==> src/rtl/sarx_pkg.sv <==
package sarx_pkg;
  typedef enum logic {
    FMT_STD = 1'b0,
    FMT_LJ  = 1'b1
  } sarx_fmt_e;

  localparam int unsigned LINE_CNT = 3;
endpackage

==> src/rtl/sarx_front.sv <==
module sarx_front
  import sarx_pkg::*;
#(
  parameter int unsigned SYNC_STAGES = 2
) (
  input  logic clk,
  input  logic rst_ni,
  input  logic bit_clk_i,
  input  logic frame_clk_i,
  input  logic ser_data_i,
  output logic bit_stb_o,
  output logic ws_bit_o,
  output logic sd_bit_o
);
  localparam int unsigned TOP = SYNC_STAGES - 1;

  logic [SYNC_STAGES-1:0][LINE_CNT-1:0] chain_q;
  logic [LINE_CNT-1:0] raw;
  logic                sck_d_q;

  assign raw = {bit_clk_i, frame_clk_i, ser_data_i};

  // one synchronizer chain per input line
  always_ff @(posedge clk or negedge rst_ni) begin
    if (!rst_ni) begin
      chain_q <= '0;
      sck_d_q <= 1'b0;
    end else begin
      chain_q[0] <= raw;
      for (int s = 1; s < SYNC_STAGES; s++) chain_q[s] <= chain_q[s-1];
      sck_d_q <= chain_q[TOP][2];
    end
  end

  assign bit_stb_o = chain_q[TOP][2] & ~sck_d_q;
  assign ws_bit_o  = chain_q[TOP][1];
  assign sd_bit_o  = chain_q[TOP][0];

  AST_EDGE_SPACING: assert property (@(posedge clk) disable iff (!rst_ni)
    bit_stb_o |=> !bit_stb_o);
endmodule

==> src/rtl/sarx_deser.sv <==
module sarx_deser
  import sarx_pkg::*;
#(
  parameter int unsigned OUT_W = 16
) (
  input  logic             clk,
  input  logic             rst_ni,
  input  sarx_fmt_e        fmt_i,
  input  logic             bit_stb_i,
  input  logic             ws_bit_i,
  input  logic             sd_bit_i,
  output logic             word_stb_o,
  output logic             word_ch_o,
  output logic [OUT_W-1:0] word_data_o
);
  localparam int unsigned CW = $clog2(OUT_W + 1);
  localparam logic [CW-1:0] CNT_MAX = CW'(OUT_W);
  localparam logic [OUT_W-1:0] TOP_BIT = {1'b1, {(OUT_W-1){1'b0}}};

  logic             armed_q, armed_d;
  logic             locked_q, locked_d;
  logic             ws_prev_q, ws_prev_d;
  logic [CW-1:0]    cnt_q, cnt_d;
  logic [OUT_W-1:0] sh_q, sh_d;
  logic [OUT_W-1:0] ins;
  logic             chg;

  always_comb begin
    ins = sh_q;
    if ((cnt_q < CNT_MAX) && sd_bit_i) ins = sh_q | (TOP_BIT >> cnt_q);
    chg = bit_stb_i & armed_q & (ws_bit_i != ws_prev_q);

    armed_d   = armed_q | bit_stb_i;
    locked_d  = locked_q | chg;
    ws_prev_d = bit_stb_i ? ws_bit_i : ws_prev_q;
    cnt_d     = cnt_q;
    sh_d      = sh_q;
    if (bit_stb_i) begin
      if (chg) begin
        if (fmt_i == FMT_STD) begin
          sh_d  = '0;
          cnt_d = '0;
        end else begin
          sh_d  = sd_bit_i ? TOP_BIT : '0;
          cnt_d = CW'(1);
        end
      end else begin
        sh_d  = ins;
        cnt_d = (cnt_q < CNT_MAX) ? cnt_q + CW'(1) : cnt_q;
      end
    end
  end

  always_ff @(posedge clk or negedge rst_ni) begin
    if (!rst_ni) begin
      armed_q   <= 1'b0;
      locked_q  <= 1'b0;
      ws_prev_q <= 1'b0;
      cnt_q     <= '0;
      sh_q      <= '0;
    end else begin
      armed_q   <= armed_d;
      locked_q  <= locked_d;
      ws_prev_q <= ws_prev_d;
      cnt_q     <= cnt_d;
      sh_q      <= sh_d;
    end
  end

  // standard framing: the bit seen at the change closes the old word
  assign word_stb_o  = chg & locked_q;
  assign word_ch_o   = ws_prev_q;
  assign word_data_o = (fmt_i == FMT_STD) ? ins : sh_q;

  AST_CNT_BOUND: assert property (@(posedge clk) disable iff (!rst_ni)
    cnt_q <= CNT_MAX);
endmodule

==> src/rtl/sarx_pair.sv <==
module sarx_pair #(
  parameter int unsigned OUT_W = 16
) (
  input  logic             clk,
  input  logic             rst_ni,
  input  logic             word_stb_i,
  input  logic             word_ch_i,
  input  logic [OUT_W-1:0] word_data_i,
  output logic [OUT_W-1:0] left_o,
  output logic [OUT_W-1:0] right_o,
  output logic             valid_o
);
  logic [OUT_W-1:0] hold_q, hold_d;
  logic             have_q, have_d;
  logic [OUT_W-1:0] left_d, right_d;
  logic             valid_d;

  always_comb begin
    hold_d  = hold_q;
    have_d  = have_q;
    left_d  = left_o;
    right_d = right_o;
    valid_d = 1'b0;
    if (word_stb_i) begin
      if (!word_ch_i) begin
        hold_d = word_data_i;
        have_d = 1'b1;
      end else if (have_q) begin
        left_d  = hold_q;
        right_d = word_data_i;
        valid_d = 1'b1;
        have_d  = 1'b0;
      end
    end
  end

  always_ff @(posedge clk or negedge rst_ni) begin
    if (!rst_ni) begin
      hold_q  <= '0;
      have_q  <= 1'b0;
      left_o  <= '0;
      right_o <= '0;
      valid_o <= 1'b0;
    end else begin
      hold_q  <= hold_d;
      have_q  <= have_d;
      left_o  <= left_d;
      right_o <= right_d;
      valid_o <= valid_d;
    end
  end

  AST_VALID_PULSE: assert property (@(posedge clk) disable iff (!rst_ni)
    valid_o |=> !valid_o);
  AST_PAIR_HOLD: assert property (@(posedge clk) disable iff (!rst_ni)
    !valid_o |-> ($stable(left_o) && $stable(right_o)));
endmodule

==> src/rtl/serial_audio_rx.sv <==
module serial_audio_rx
  import sarx_pkg::*;
#(
  parameter int unsigned OUT_W       = 16,
  parameter int unsigned SYNC_STAGES = 2
) (
  input  logic             clk,
  input  logic             rst_n,
  input  logic             fmt_sel,
  input  logic             bit_clk_i,
  input  logic             frame_clk_i,
  input  logic             ser_data_i,
  output logic [OUT_W-1:0] left_o,
  output logic [OUT_W-1:0] right_o,
  output logic             valid_o
);
  logic [1:0]       rst_pipe_q;
  logic             rst_int_n;
  logic             bit_stb, ws_bit, sd_bit;
  logic             word_stb, word_ch;
  logic [OUT_W-1:0] word_data;
  sarx_fmt_e        fmt;

  always_ff @(posedge clk or negedge rst_n) begin
    if (!rst_n) rst_pipe_q <= 2'b00;
    else        rst_pipe_q <= {rst_pipe_q[0], 1'b1};
  end
  assign rst_int_n = rst_pipe_q[1];
  assign fmt       = sarx_fmt_e'(fmt_sel);

  sarx_front #(.SYNC_STAGES(SYNC_STAGES)) u_front (
    .clk(clk), .rst_ni(rst_int_n),
    .bit_clk_i(bit_clk_i), .frame_clk_i(frame_clk_i), .ser_data_i(ser_data_i),
    .bit_stb_o(bit_stb), .ws_bit_o(ws_bit), .sd_bit_o(sd_bit)
  );

  sarx_deser #(.OUT_W(OUT_W)) u_deser (
    .clk(clk), .rst_ni(rst_int_n), .fmt_i(fmt),
    .bit_stb_i(bit_stb), .ws_bit_i(ws_bit), .sd_bit_i(sd_bit),
    .word_stb_o(word_stb), .word_ch_o(word_ch), .word_data_o(word_data)
  );

  sarx_pair #(.OUT_W(OUT_W)) u_pair (
    .clk(clk), .rst_ni(rst_int_n),
    .word_stb_i(word_stb), .word_ch_i(word_ch), .word_data_i(word_data),
    .left_o(left_o), .right_o(right_o), .valid_o(valid_o)
  );
endmodule

==> config.mk <==
export PLATFORM = sky130hd
export DESIGN_NAME = serial_audio_rx
export DESIGN_NICKNAME = d
export VERILOG_FILES = /design/src/rtl/sarx_pkg.sv /design/src/rtl/sarx_front.sv /design/src/rtl/sarx_deser.sv /design/src/rtl/sarx_pair.sv /design/src/rtl/serial_audio_rx.sv
export SDC_FILE = /design/constraint.sdc
export NUM_CORES = 1
export LEC_CHECK = 0
export ABC_AREA = 0
export ABC_CLOCK_PERIOD_IN_PS = 3000
export BUFFER_PORTS_ARGS = -buffer_cell sky130_fd_sc_hd__buf_2
export CAP_MARGIN = 20
export CORE_AREA = 2 2 96 98
export CTS_BUF_LIST = sky130_fd_sc_hd__clkbuf_16
export CTS_CLUSTER_DIAMETER = 80
export DETAILED_ROUTE_END_ITERATION = 10
export DIE_AREA = 0 0 98 100
export MAX_ROUTING_LAYER = met4
export PLACE_DENSITY_LB_ADDON = 0.05
export SETUP_SLACK_MARGIN = 0.5
export SLEW_MARGIN = 0
export SYNTH_ARGS = -nofsm -noshare
export SYNTH_HDL_FRONTEND = slang
export SYNTH_SLANG_ARGS = --single-unit
==> constraint.sdc <==
create_clock -name clk -period 3 [get_ports clk]
set_input_delay 0 -clock clk [delete_from_list [all_inputs] [get_ports clk]]
set_output_delay 0 -clock clk [all_outputs]
set_load 0.02 [all_outputs]
==> flow_metrics.py, run 1 <==
metrics = {
    "layout": {
        "fin_util": 0.4591,
        "final_area_um2": 4081,
        "nets": 311,
        "fillers": 829,
        "num_antenna_cells": 0,
        "multiInputGateArea_um2": 1217,
        "area_growth_pct": 19.14,
        "layout-drive-gt1-share": 0.3750,
        "fin_cells": 415,
        "seq_area_um2": 2081,
    },
    "floorplanning": {
        "die-width_um": 98,
        "coreArea_um2": 8890,
        "fp-row-count": 35,
        "die-area_um2": 9800,
        "die_y_um": 100,
        "initial_core_util": 0.3854,
        "ios": 39,
    },
    "power_and_ir_drop": {
        "peakVddDrop_v": 0.0002779,
        "powerDensity_nw_per_um2": 825.3,
        "p_leak_nw": 2.102,
    },
    "cts": {
        "cts_inserted_buffers": 9,
        "cts_tree": "built",
        "cts_max_level": 3,
        "cts_root_buffer": "clkbuf_16",
        "cts.path.max_buffers": 2,
        "clock-sinks": 83,
        "cts_hold_buf": 6,
        "clkSlewWorstSetupHoldPaths_ns": 0.06,
        "clk_latency_ns": 0.33,
        "post_cts_buffers": 0,
        "cts_resized": 0,
    },
    "timing": {
        "fmax_mhz": 568.4,
        "period_needed_ns": 1.759,
        "final.setup.worst_slack_ns": 1.241,
        "rsz0062_at_grt": "false",
        "timing.setup.tns_ns": 0,
        "fin_skew_ns": 0.007791,
        "period_share": 0.5865,
        "worst_pin_slew_ns": 0.6495,
        "setup_violations": 0,
        "drv_slew": 0,
        "slew_headroom": 0.5670,
        "hold_violations": 0,
    },
    "worst_setup_path": {
        "slowest_stage": "and3_1",
        "crit_arrival_ns": 1.97,
        "crit_family": "simple AND/OR/NAND/NOR gates",
        "r2r_setup_slack_ns": 1.24,
        "cp_max_fo": 12,
        "crit_chain": "nor2b_1, and3_1, mux2_2",
        "crit_required_ns": 3.22,
        "end_kind": "flip-flop",
        "critPathKind": "flip-flop to flip-flop",
        "worst-path-buf-inv": 0,
        "startpoint_type": "flip-flop",
        "crit_path_max_incr_delay_ns": 0.50,
    },
    "min_path": {
        "min_path_type": "flip-flop to asynchronous set/reset pin",
    },
    "place": {
        "port_buffers": 38,
        "hpwl_mm": 4.011,
        "place_congestion": 0.7133,
        "post_dp_cell_area_um2": 3706,
        "dp_cells": 392,
        "place_ws_ns": 1.234,
    },
    "synthesis": {
        "avgSynthCellArea_um2": 13.76,
        "synth_area_um2": 3426,
        "synth_warnings": 0,
        "synth_cell_types": 39,
        "ys_seq_elements": 83,
        "synthCells": 249,
        "ys_seq_area_frac": 0.6063,
        "syn-num-nets": 261,
    },
    "routing": {
        "drt_iter0_drc": 67,
        "vias": 2078,
        "drt_drc_violations_left": 0,
        "wire_per_inst_um": 15.68,
        "dr.pass1.iters": 4,
        "ant_nets": 0,
        "vias_per_cell": 5.007,
        "drt-total-wl_mm": 6.506,
    },
    "global_route": {
        "grt_first_pass_wirelength_mm": 11.21,
        "grt_pass1_vias": 2135,
        "grt_usage": 0.1511,
        "antenna_found_initial": 0,
        "grt_max_degree": 82,
        "gr-total-overflow": 0,
    },
    "run_status": {
        "outcome": "completed",
    },
    "job": {
        "maxCapViolCount": 0,
    },
}
sequential cells by signal (all words and copies together), names as in the netlist:
register,flops
u_pair.valid_o,1
u_deser.armed_q,1
u_deser.word_ch_o,1
u_pair.hold_q,16
rst_pipe_q,2
u_front.sck_d_q,1
u_pair.have_q,1
u_front.ws_bit_o,1
u_deser.locked_q,1
u_pair.left_o,16
u_pair.right_o,16
u_front.chain_q,4
u_deser.cnt_q,5
u_front.sd_bit_o,1
u_deser.sh_q,16
final cells by class:
type,count,area share
clock buffers,9,0.05518
clock inverters,7,0.01533
inverters,9,0.008277
multi-input cells,145,0.2983
flip-flops and latches,83,0.5098
well taps,111,0.03403
repair buffers,51,0.07909
routing by layer:
layer  wire [um]  vias to the layer above  global-route usage
li1            -                      982                   -
met1        3301                     1050              0.2055
met2        2900                       39              0.2213
met3         221                        7             0.03969
met4          82                        0             0.05128
met5           0                        -                   -
worst paths after layout:
check | startpoint | to | cells after the start
setup / recovery | u_front.chain_q[5] | u_deser.cnt_q[0] | 3
hold / removal | rst_pipe_q[1] | u_pair.left_o[8] | 0
setup reg to reg | u_front.chain_q[5] | u_deser.cnt_q[0] | 3
hold reg to reg | rst_pipe_q[1] | u_pair.left_o[8] | 0
max in group asynchronous | rst_pipe_q[1] | u_pair.right_o[11] | 1
min in group clk | bit_clk_i | u_front.chain_q[2] | 2
worst reg2reg max path, cell delays in order (launching register included):
cell and delay (ns):
dfrtp_1 0.43, nor2b_1 0.34, and3_1 0.50, mux2_2 0.38
where the power goes:
group / internal, mW / switching (mW)
clock: 0.636 / 0.431
sequential: 1.35 / 0.173
combinational: 0.349 / 0.433
synth_stat cells, drive strengths merged:
| cell | number | share of area |
|---|---|---|
| dfrtp | 83 | 0.61 |
| mux2 | 42 | 0.14 |
| nor2 | 19 | 0.021 |
| buf | 11 | 0.027 |
| o21ai | 10 | 0.015 |
| a31oi | 9 | 0.016 |
| inv | 8 | 0.0088 |
| a21o | 7 | 0.015 |
| a41oi | 7 | 0.018 |
| a31o | 6 | 0.015 |
| ha | 6 | 0.022 |
| a21oi | 5 | 0.0073 |
| mux2i | 5 | 0.015 |
| nor2b | 5 | 0.0091 |
| nand2 | 4 | 0.0044 |
| or2 | 3 | 0.0055 |
| and3 | 2 | 0.0037 |
| nand3 | 2 | 0.0029 |
| nor3b | 2 | 0.0058 |
| a211oi | 1 | 0.0022 |
| a221oi | 1 | 0.0026 |
| and4bb | 1 | 0.0037 |
| clkbuf | 1 | 0.0011 |
| clkinv | 1 | 0.0011 |
| conb | 1 | 0.0011 |
| nand2b | 1 | 0.0026 |
| nand4b | 1 | 0.0069 |
| nor3 | 1 | 0.0047 |
| nor4b | 1 | 0.0044 |
| nor4bb | 1 | 0.0029 |
| xnor2 | 1 | 0.0026 |
| xor2 | 1 | 0.0026 |
metrics by stage:
stage | hold slack (ns) | total power, mW
2_1_floorplan | -0.2956 | 2.081
3_3_place_gp | -0.2144 | 2.318
3_5_place_dp | -0.2133 | 2.326
4_1_cts | 0.2959 | 3.413
5_1_grt | 0.3052 | 3.594
6_report | 0.2672 | 3.369
cell usage in the layout (no fill, tap or decap), drive strengths merged:
cell type and count:
dfrtp 83, buf 45, mux2 42, nor2 19
inv 11, o21ai 10, a31oi 9, clkbuf 9
a21o 7, a41oi 7, a31o 6, ha 6
dlygate4sd3 6, nor2b 5, a21oi 5, mux2i 5
nand2 4, or2 3, clkinv 3, and3 2
nand3 2, nor3b 2, xor2 1, nand4b 1
nor3 1, nor4b 1, nor4bb 1, and4bb 1
nand2b 1, xnor2 1, a221oi 1, a211oi 1
clkinvlp 1, bufinv 1, conb 1
cell families after synthesis:
group,share of synthesized area
AO/OA/AOI/OAI,0.09167
XOR/XNOR,0.005114
adder cells (fa/ha/maj),0.02191
buffers and inverters,0.03834
flip-flops,0.6063
multiplexers,0.1581
other,0.001095
AND/OR/NAND/NOR,0.07743
Note: power is estimated with default switching activity, not from simulation.
==> inputs of run 2 (changes only) <==
--- a/config.mk
+++ b/config.mk
@@ -5,15 +5,15 @@
 export SDC_FILE = /design/constraint.sdc
 export NUM_CORES = 1
 export LEC_CHECK = 0
-export ABC_AREA = 0
-export ABC_CLOCK_PERIOD_IN_PS = 3000
+export ABC_AREA = 1
+export ABC_CLOCK_PERIOD_IN_PS = 1420
 export BUFFER_PORTS_ARGS = -buffer_cell sky130_fd_sc_hd__buf_2
 export CAP_MARGIN = 20
-export CORE_AREA = 2 2 96 98
+export CORE_AREA = 2 2 99 101
 export CTS_BUF_LIST = sky130_fd_sc_hd__clkbuf_16
 export CTS_CLUSTER_DIAMETER = 80
 export DETAILED_ROUTE_END_ITERATION = 10
-export DIE_AREA = 0 0 98 100
+export DIE_AREA = 0 0 101 103
 export MAX_ROUTING_LAYER = met4
 export PLACE_DENSITY_LB_ADDON = 0.05
 export SETUP_SLACK_MARGIN = 0.5
==> constraint.sdc (replaced) <==
create_clock -name clk -period 1.42 [get_ports clk]
set_input_delay 0 -clock clk [delete_from_list [all_inputs] [get_ports clk]]
set_output_delay 0 -clock clk [all_outputs]
set_load 0.02 [all_outputs]
==> run 2 against run 1 <==
Area after synthesis is 5.5% higher. Die area grew 6.2%. Non-clock buffer count up 41. Sequential power rose by 130%. Global-route usage grew 2.7 points. Clock skew down 0.0027 ns. Register-to-register slack worse by 1.2 ns. Maximum frequency is 31% higher. Utilization is 9.0 points higher. Critical path type unchanged. Largest power group unchanged. Highest routed layer unchanged.
==> flow_metrics.py, run 2 <==
metrics = {
    "routing": {
        "vias": 2840,
        "vias_per_cell": 4.603,
        "drt-total-wl_mm": 8.359,
        "drt_drc_violations_left": 0,
        "ant_nets": 0,
        "wire_per_inst_um": 13.55,
        "dr.pass1.iters": 4,
        "drt_iter0_drc": 122,
    },
    "min_path": {
        "min_path_type": "input pin to flip-flop",
        "min_from": "fmt_sel",
    },
    "layout": {
        "area_growth_pct": 43.66,
        "layout-drive-gt1-share": 0.4453,
        "layout_common_cells": "nand2_1 (140), dfrtp_1 (79), nand2_2 (45)",
        "fillers": 856,
        "num_antenna_cells": 0,
        "final_area_um2": 5191,
        "nets": 512,
        "layout_commonest_cell": "nand2_1",
    },
    "global_route": {
        "antenna_found_initial": 0,
        "grt_first_pass_wirelength_mm": 13.86,
        "grt_pass1_vias": 2762,
        "grt_max_degree": 82,
        "gr-total-overflow": 0,
        "grt_usage": 0.1777,
    },
    "synthesis": {
        "synth_warnings": 0,
        "ys_seq_area_frac": 0.5748,
        "synth-edff-count": 0,
        "ys_seq_elements": 83,
        "ys.flop_type": "dfrtp_1",
        "synthCells": 407,
        "avgSynthCellArea_um2": 8.878,
        "synth_cell_types": 24,
        "synthArstFlopShare": 1.000,
        "synth.top_cell.area_share": 0.5748,
        "yosys.cell_count.top_type": "nand2_1",
        "synthTopCellsByCount": "nand2_1 (185), dfrtp_1 (83), inv_1 (36), nand3_1 (21), a21oi_1 (18)",
        "synth_area_um2": 3613,
        "yosys-top-cells-area": "dfrtp_1 (57%), nand2_1 (19%), inv_1 (3.7%)",
        "syn-num-nets": 419,
        "yosysTopAreaCell": "dfrtp_1",
    },
    "worst_setup_path": {
        "regToRegStartpoint": "u_deser.cnt_q[0]",
        "end_kind": "flip-flop",
        "startpoint": "u_deser.cnt_q[0]",
        "crit_required_ns": 1.69,
        "slowest_stage": "dfrtp_2",
        "crit_chain": "inv_2, ha_4, inv_2, nor2_4, inv_2, nor2_4, nand2_1, nand2_2, nand2_1, nand2_1",
        "critPathKind": "flip-flop to flip-flop",
        "crit_arrival_ns": 1.62,
        "crit_path_max_incr_delay_ns": 0.45,
        "startpoint_type": "flip-flop",
        "cp_max_fo": 4,
    },
    "floorplanning": {
        "die-width_um": 101,
        "die_y_um": 103,
        "initial_core_util": 0.3820,
        "ios": 39,
        "fp-row-count": 36,
        "die-area_um2": 10400,
        "coreArea_um2": 9459,
    },
    "power_and_ir_drop": {
        "powerDensity_nw_per_um2": 1660,
        "netSwitchingFraction": 0.3468,
        "p_clk_frac": 0.275,
        "p_seq_frac": 0.400,
        "peakVddDrop_v": 0.0007540,
        "p_leak_nw": 2.753,
        "power.internal_mw": 5.630,
        "finalPower_mw": 8.619,
        "combPwrFrac": 0.325,
        "switchingPower_mw": 2.989,
    },
    "timing": {
        "fin_skew_ns": 0.005124,
        "period_needed_ns": 1.344,
        "setup_violations": 0,
        "period_share": 0.9462,
        "worst_pin_slew_ns": 0.5051,
        "rsz0062_at_grt": "true",
        "hold_violations": 0,
        "slew_headroom": 0.6629,
        "drv_slew": 0,
        "fmax_mhz": 744.3,
        "timing.setup.tns_ns": 0,
    },
    "cts": {
        "cts.path.max_buffers": 2,
        "cts_max_level": 3,
        "cts_root_buffer": "clkbuf_16",
        "cts_inserted_buffers": 9,
        "clk_latency_ns": 0.33,
        "clkSlewWorstSetupHoldPaths_ns": 0.06,
        "cts_tree": "built",
        "clock-sinks": 83,
    },
    "run_status": {
        "outcome": "completed",
    },
    "job": {
        "maxCapViolCount": 0,
    },
    "place": {
        "port_buffers": 38,
        "place_congestion": 0.8160,
        "hpwl_mm": 4.839,
        "post_dp_cell_area_um2": 4030,
    },
}
-- run 2: changes by cell type in the layout (fill, tap and decap cells not counted), moves of 14 or more --
cell     previous run  this run
nand2_2             0        45
mux2_2             36         0
buf_4               6        20
a21oi_2             0        15
nor2_1             19         4
buf_6               0        17
inv_2               0        14
inv_1              11        26
nand2_1             4       140
-- run 2: worst max-delay path: cells and delay by family (launching register included) --
family | cells | cell delay (ns)
flops | 1 | 0.45
simple gates | 6 | 0.49
buf+inv | 3 | 0.21
fa+ha+maj | 1 | 0.14
-- run 2: kinds of logic (layout without fill, tap and decap cells) --
logic type,after synthesis,after routing,synth area share
DFF,83,83,0.5748
other,1,1,0.001038
adders and majority gates,6,6,0.02078
and+or+nand+nor,240,240,0.2943
AOI/OAI and AO/OA,23,23,0.03220
buffers and inverters,54,150,0.07687
-- run 2: what timing repair did --
item	in CTS	in global routing
pin swaps	26	22
gates resized for setup	62	71
setup buffers	26	9
hold buffers	5	0
endpoints found under the setup margin	72	74
cloned	4	1
endpoints found under the hold margin	5	0
-- run 2: path summary, 6_finish.rpt --
kind / end / slack [ns] / cells after the start
worst max-delay path: u_pair.hold_q[7] / 0.08 / 10
worst min-delay path: u_pair.hold_q[15] / 0.01 / 4
worst max register to register: u_pair.hold_q[7] / 0.08 / 10
worst min register to register: u_pair.right_o[14] / 0.34 / 1
max in group asynchronous: u_deser.cnt_q[2] / 0.71 / 1
min in group asynchronous: u_pair.right_o[14] / 0.34 / 1
-- run 2: power groups by stage --
stage,Clock (mW),Sequential [mW],Combinational [mW]
floorplan,0,3.81,1.13
global placement,0,3.42,2.20
detailed placement,0,3.43,2.21
CTS,2.45,3.42,2.50
global route,2.53,3.54,3.12
finish,2.37,3.45,2.80
-- run 2: per-stage QoR --
stage | util | hold WS [ns] | setup slack, ns | std cells
2_1_floorplan | - | -0.2956 | 0.2312 | 407
3_3_place_gp | 0.4261 | -0.2132 | 0.06081 | 558
3_5_place_dp | 0.4261 | -0.2097 | 0.04615 | 558
4_1_cts | 0.5153 | 0.002135 | 0.06787 | 607
5_1_grt | 0.5488 | 0.02748 | -0.003444 | 617
6_report | 0.5488 | 0.01277 | 0.07644 | 617
-- run 2: per-layer routing --
| metal | GRT usage | up-vias | wire length, um |
|---|---|---|---|
| li1 | - | 1433 | - |
| met1 | 0.2475 | 1348 | 4140 |
| met2 | 0.2610 | 50 | 3819 |
| met3 | 0.02915 | 9 | 277 |
| met4 | 0.06861 | 0 | 121 |
| met5 | - | - | 0 |
-- run 2: cell type report --
| cell class | count | area [um2] | share of cell area |
|---|---|---|---|
| sequential | 83 | 2085 | 0.4015 |
| clock buffer | 9 | 225.2 | 0.04338 |
| timing repair buffer | 92 | 829.5 | 0.1598 |
| tap | 114 | 142.6 | 0.02748 |
| clock inverter | 5 | 71.32 | 0.01374 |
| timing repair inverter | 2 | 27.53 | 0.005302 |
| inverter | 42 | 182.7 | 0.03519 |
| multi-input combinational | 270 | 1628 | 0.3136 |
==> inputs of run 3 (changes only) <==
--- a/config.mk
+++ b/config.mk
@@ -6,7 +6,7 @@
 export NUM_CORES = 1
 export LEC_CHECK = 0
 export ABC_AREA = 1
-export ABC_CLOCK_PERIOD_IN_PS = 1420
+export ABC_CLOCK_PERIOD_IN_PS = 1200
 export BUFFER_PORTS_ARGS = -buffer_cell sky130_fd_sc_hd__buf_2
 export CAP_MARGIN = 20
 export CORE_AREA = 2 2 99 101
==> constraint.sdc (replaced) <==
create_clock -name clk -period 1.2 [get_ports clk]
set_input_delay 0 -clock clk [delete_from_list [all_inputs] [get_ports clk]]
set_output_delay 0 -clock clk [all_outputs]
set_load 0.02 [all_outputs]
==> run 3 against run 2 <==
The flow now finishes with violations (negative hold slack, negative setup slack). Global-route usage rose by 0.51 points. Hold slack got worse by 0.025 ns. Maximum frequency rose by 2.3%. Largest power group is now combinational logic.
==> flow_metrics.py, run 3 (synthesized netlist as in run 2, its figures left out) <==
metrics = {
    "timing": {
        "period_needed_ns": 1.314,
        "final.setup.worst_slack_ns": -0.1136,
        "hold_violations": 2,
        "drv_slew": 0,
        "rsz0062_at_grt": "true",
        "fmax_mhz": 761.2,
        "setup_violations": 69,
        "period_share": 1.095,
        "timing.setup.tns_ns": -4.517,
        "fin_skew_ns": 0.005653,
        "hold_slack_ns": -0.01244,
    },
    "routing": {
        "drt-total-wl_mm": 8.694,
        "drt_iter0_drc": 67,
        "wire_per_inst_um": 13.46,
        "drt_drc_violations_left": 0,
        "vias": 2911,
        "vias_per_cell": 4.506,
        "dr.pass1.iters": 4,
        "ant_nets": 0,
    },
    "place": {
        "place_congestion": 0.7827,
        "post_dp_cell_area_um2": 4318,
        "hpwl_mm": 5.422,
        "place_ws_ns": -0.1244,
        "dp_cells": 583,
        "port_buffers": 38,
    },
    "worst_setup_path": {
        "startpoint_type": "flip-flop",
        "ff2ff_path_depth": 9,
        "crit_chain": "inv_2, nand2_2, nand2_4, nand3_4, nor2_8, buf_12, buf_16, nand2_4, nand2_2",
        "end_kind": "flip-flop",
        "worst-path-buf-inv": 3,
        "critPathKind": "flip-flop to flip-flop",
        "regToRegStartpoint": "u_deser.word_ch_o",
        "slowest_stage": "dfrtp_2",
        "crit_path_max_incr_delay_ns": 0.43,
        "crit_arrival_ns": 1.59,
        "crit_required_ns": 1.48,
        "r2r-end": "u_pair.right_o[9]",
        "crit_family": "simple AND/OR/NAND/NOR gates",
        "cp_max_fo": 5,
        "r2r_setup_slack_ns": -0.11,
    },
    "power_and_ir_drop": {
        "combPwrFrac": 0.412,
        "p_clk_frac": 0.225,
        "finalPower_mw": 11.45,
        "netSwitchingFraction": 0.3548,
        "peakVddDrop_v": 0.001086,
        "power.internal_mw": 7.389,
        "switchingPower_mw": 4.063,
        "powerDensity_nw_per_um2": 1989,
        "p_leak_nw": 2.918,
        "p_seq_frac": 0.364,
    },
    "floorplanning": {
        "coreArea_um2": 9459,
        "initial_core_util": 0.3820,
        "die-area_um2": 10400,
        "die_y_um": 103,
        "fp-row-count": 36,
        "die-width_um": 101,
        "ios": 39,
    },
    "layout": {
        "num_antenna_cells": 0,
        "fin_util": 0.6087,
        "layout_commonest_cell": "nand2_1",
        "area_growth_pct": 59.35,
        "layout-drive-gt1-share": 0.5038,
        "nets": 539,
        "fin_cells": 646,
        "final_area_um2": 5758,
        "layout_common_cells": "nand2_1 (139), dfrtp_1 (77), buf_6 (53)",
        "fillers": 791,
    },
    "run_status": {
        "violations": "negative hold slack, negative setup slack",
        "outcome": "complete, but fails checks",
    },
    "job": {
        "maxCapViolCount": 0,
    },
    "min_path": {
        "min_from": "fmt_sel",
        "hold_end": "u_pair.hold_q[15]",
        "whs_path_depth": 4,
        "min_path_type": "input pin to flip-flop",
    },
    "cts": {
        "cts_max_level": 3,
        "cts_tree": "built",
        "cts.path.max_buffers": 2,
        "clock-sinks": 83,
        "cts_root_buffer": "clkbuf_16",
        "clk_latency_ns": 0.33,
        "clkSlewWorstSetupHoldPaths_ns": 0.06,
        "cts_inserted_buffers": 9,
    },
    "global_route": {
        "grt_usage": 0.1828,
        "grt_first_pass_wirelength_mm": 14.23,
        "grtUsageMet3": 0.02780,
        "globalRoute.busiestLayer": "met2",
        "grtUsageMet2": 0.2846,
        "gr-usage-met1": 0.2417,
        "grt_pass1_vias": 2904,
        "gr-total-overflow": 0,
        "antenna_found_initial": 0,
        "grt_max_degree": 33,
    },
}
==> run 3: cell count changes in the layout (fill, tap and decap cells not counted), sizes merged <==
cell and change:
buf +29, bufinv -2, clkinv +1, clkinvlp +2
inv -1
==> run 3: layer usage <==
layer | wire (um) | vias up
met1 | 4157 | 1384
li1 | - | 1482
met4 | 95 | 0
met2 | 4283 | 37
met5 | 0 | -
met3 | 157 | 8
==> run 3: layout make-up <==
class | instances | area [um2] | area share
sequential | 83 | 2087 | 0.3625
multi-input combinational | 270 | 1749 | 0.3038
inverter | 42 | 182.7 | 0.03173
tap | 114 | 142.6 | 0.02477
clock inverter | 7 | 51.30 | 0.008909
timing repair buffer | 121 | 1320 | 0.2292
clock buffer | 9 | 225.2 | 0.03911
==> run 3: power groups by stage <==
stage | clock [mW] | combinational (mW) | sequential, mW
2_1_floorplan | 0 | 1.34 | 4.51
3_3_place_gp | 0 | 2.94 | 4.02
3_5_place_dp | 0 | 2.94 | 4.04
4_1_cts | 2.66 | 4.14 | 4.15
5_1_grt | 2.79 | 5.12 | 4.27
6_report | 2.57 | 4.71 | 4.17
==> run 3: how the worst max path moves through the flow <==
| stage | end | slack, ns | cells after the start | from |
|---|---|---|---|---|
| after floorplan | u_pair.hold_q[7] | 0.01 | 10 | u_deser.cnt_q[0] |
| after global placement | u_pair.hold_q[4] | -0.10 | 6 | u_deser.cnt_q[2] |
| after detailed placement | u_pair.hold_q[7] | -0.12 | 10 | u_deser.cnt_q[0] |
| after CTS | u_pair.right_o[15] | -0.12 | 8 | u_deser.cnt_q[0] |
| after global routing | u_pair.hold_q[7] | -0.21 | 10 | u_deser.cnt_q[1] |
| final | u_pair.right_o[9] | -0.11 | 9 | u_deser.word_ch_o |
==> run 3: worst min-delay path: stages <==
cell and delay (ns):
buf_2 0.12, o21ai_2 0.07, nand2_1 0.05, nand2_1 0.04
==> run 3: what timing repair did <==
item | CTS | global route
endpoints found under the hold margin | 7 | 0
gates resized for setup | 159 | 62
hold buffers | 5 | 0
buffers inserted | 28 | 12
pin swaps | 35 | 27
cloned | 1 | 1
endpoints found under the setup margin | 118 | 107
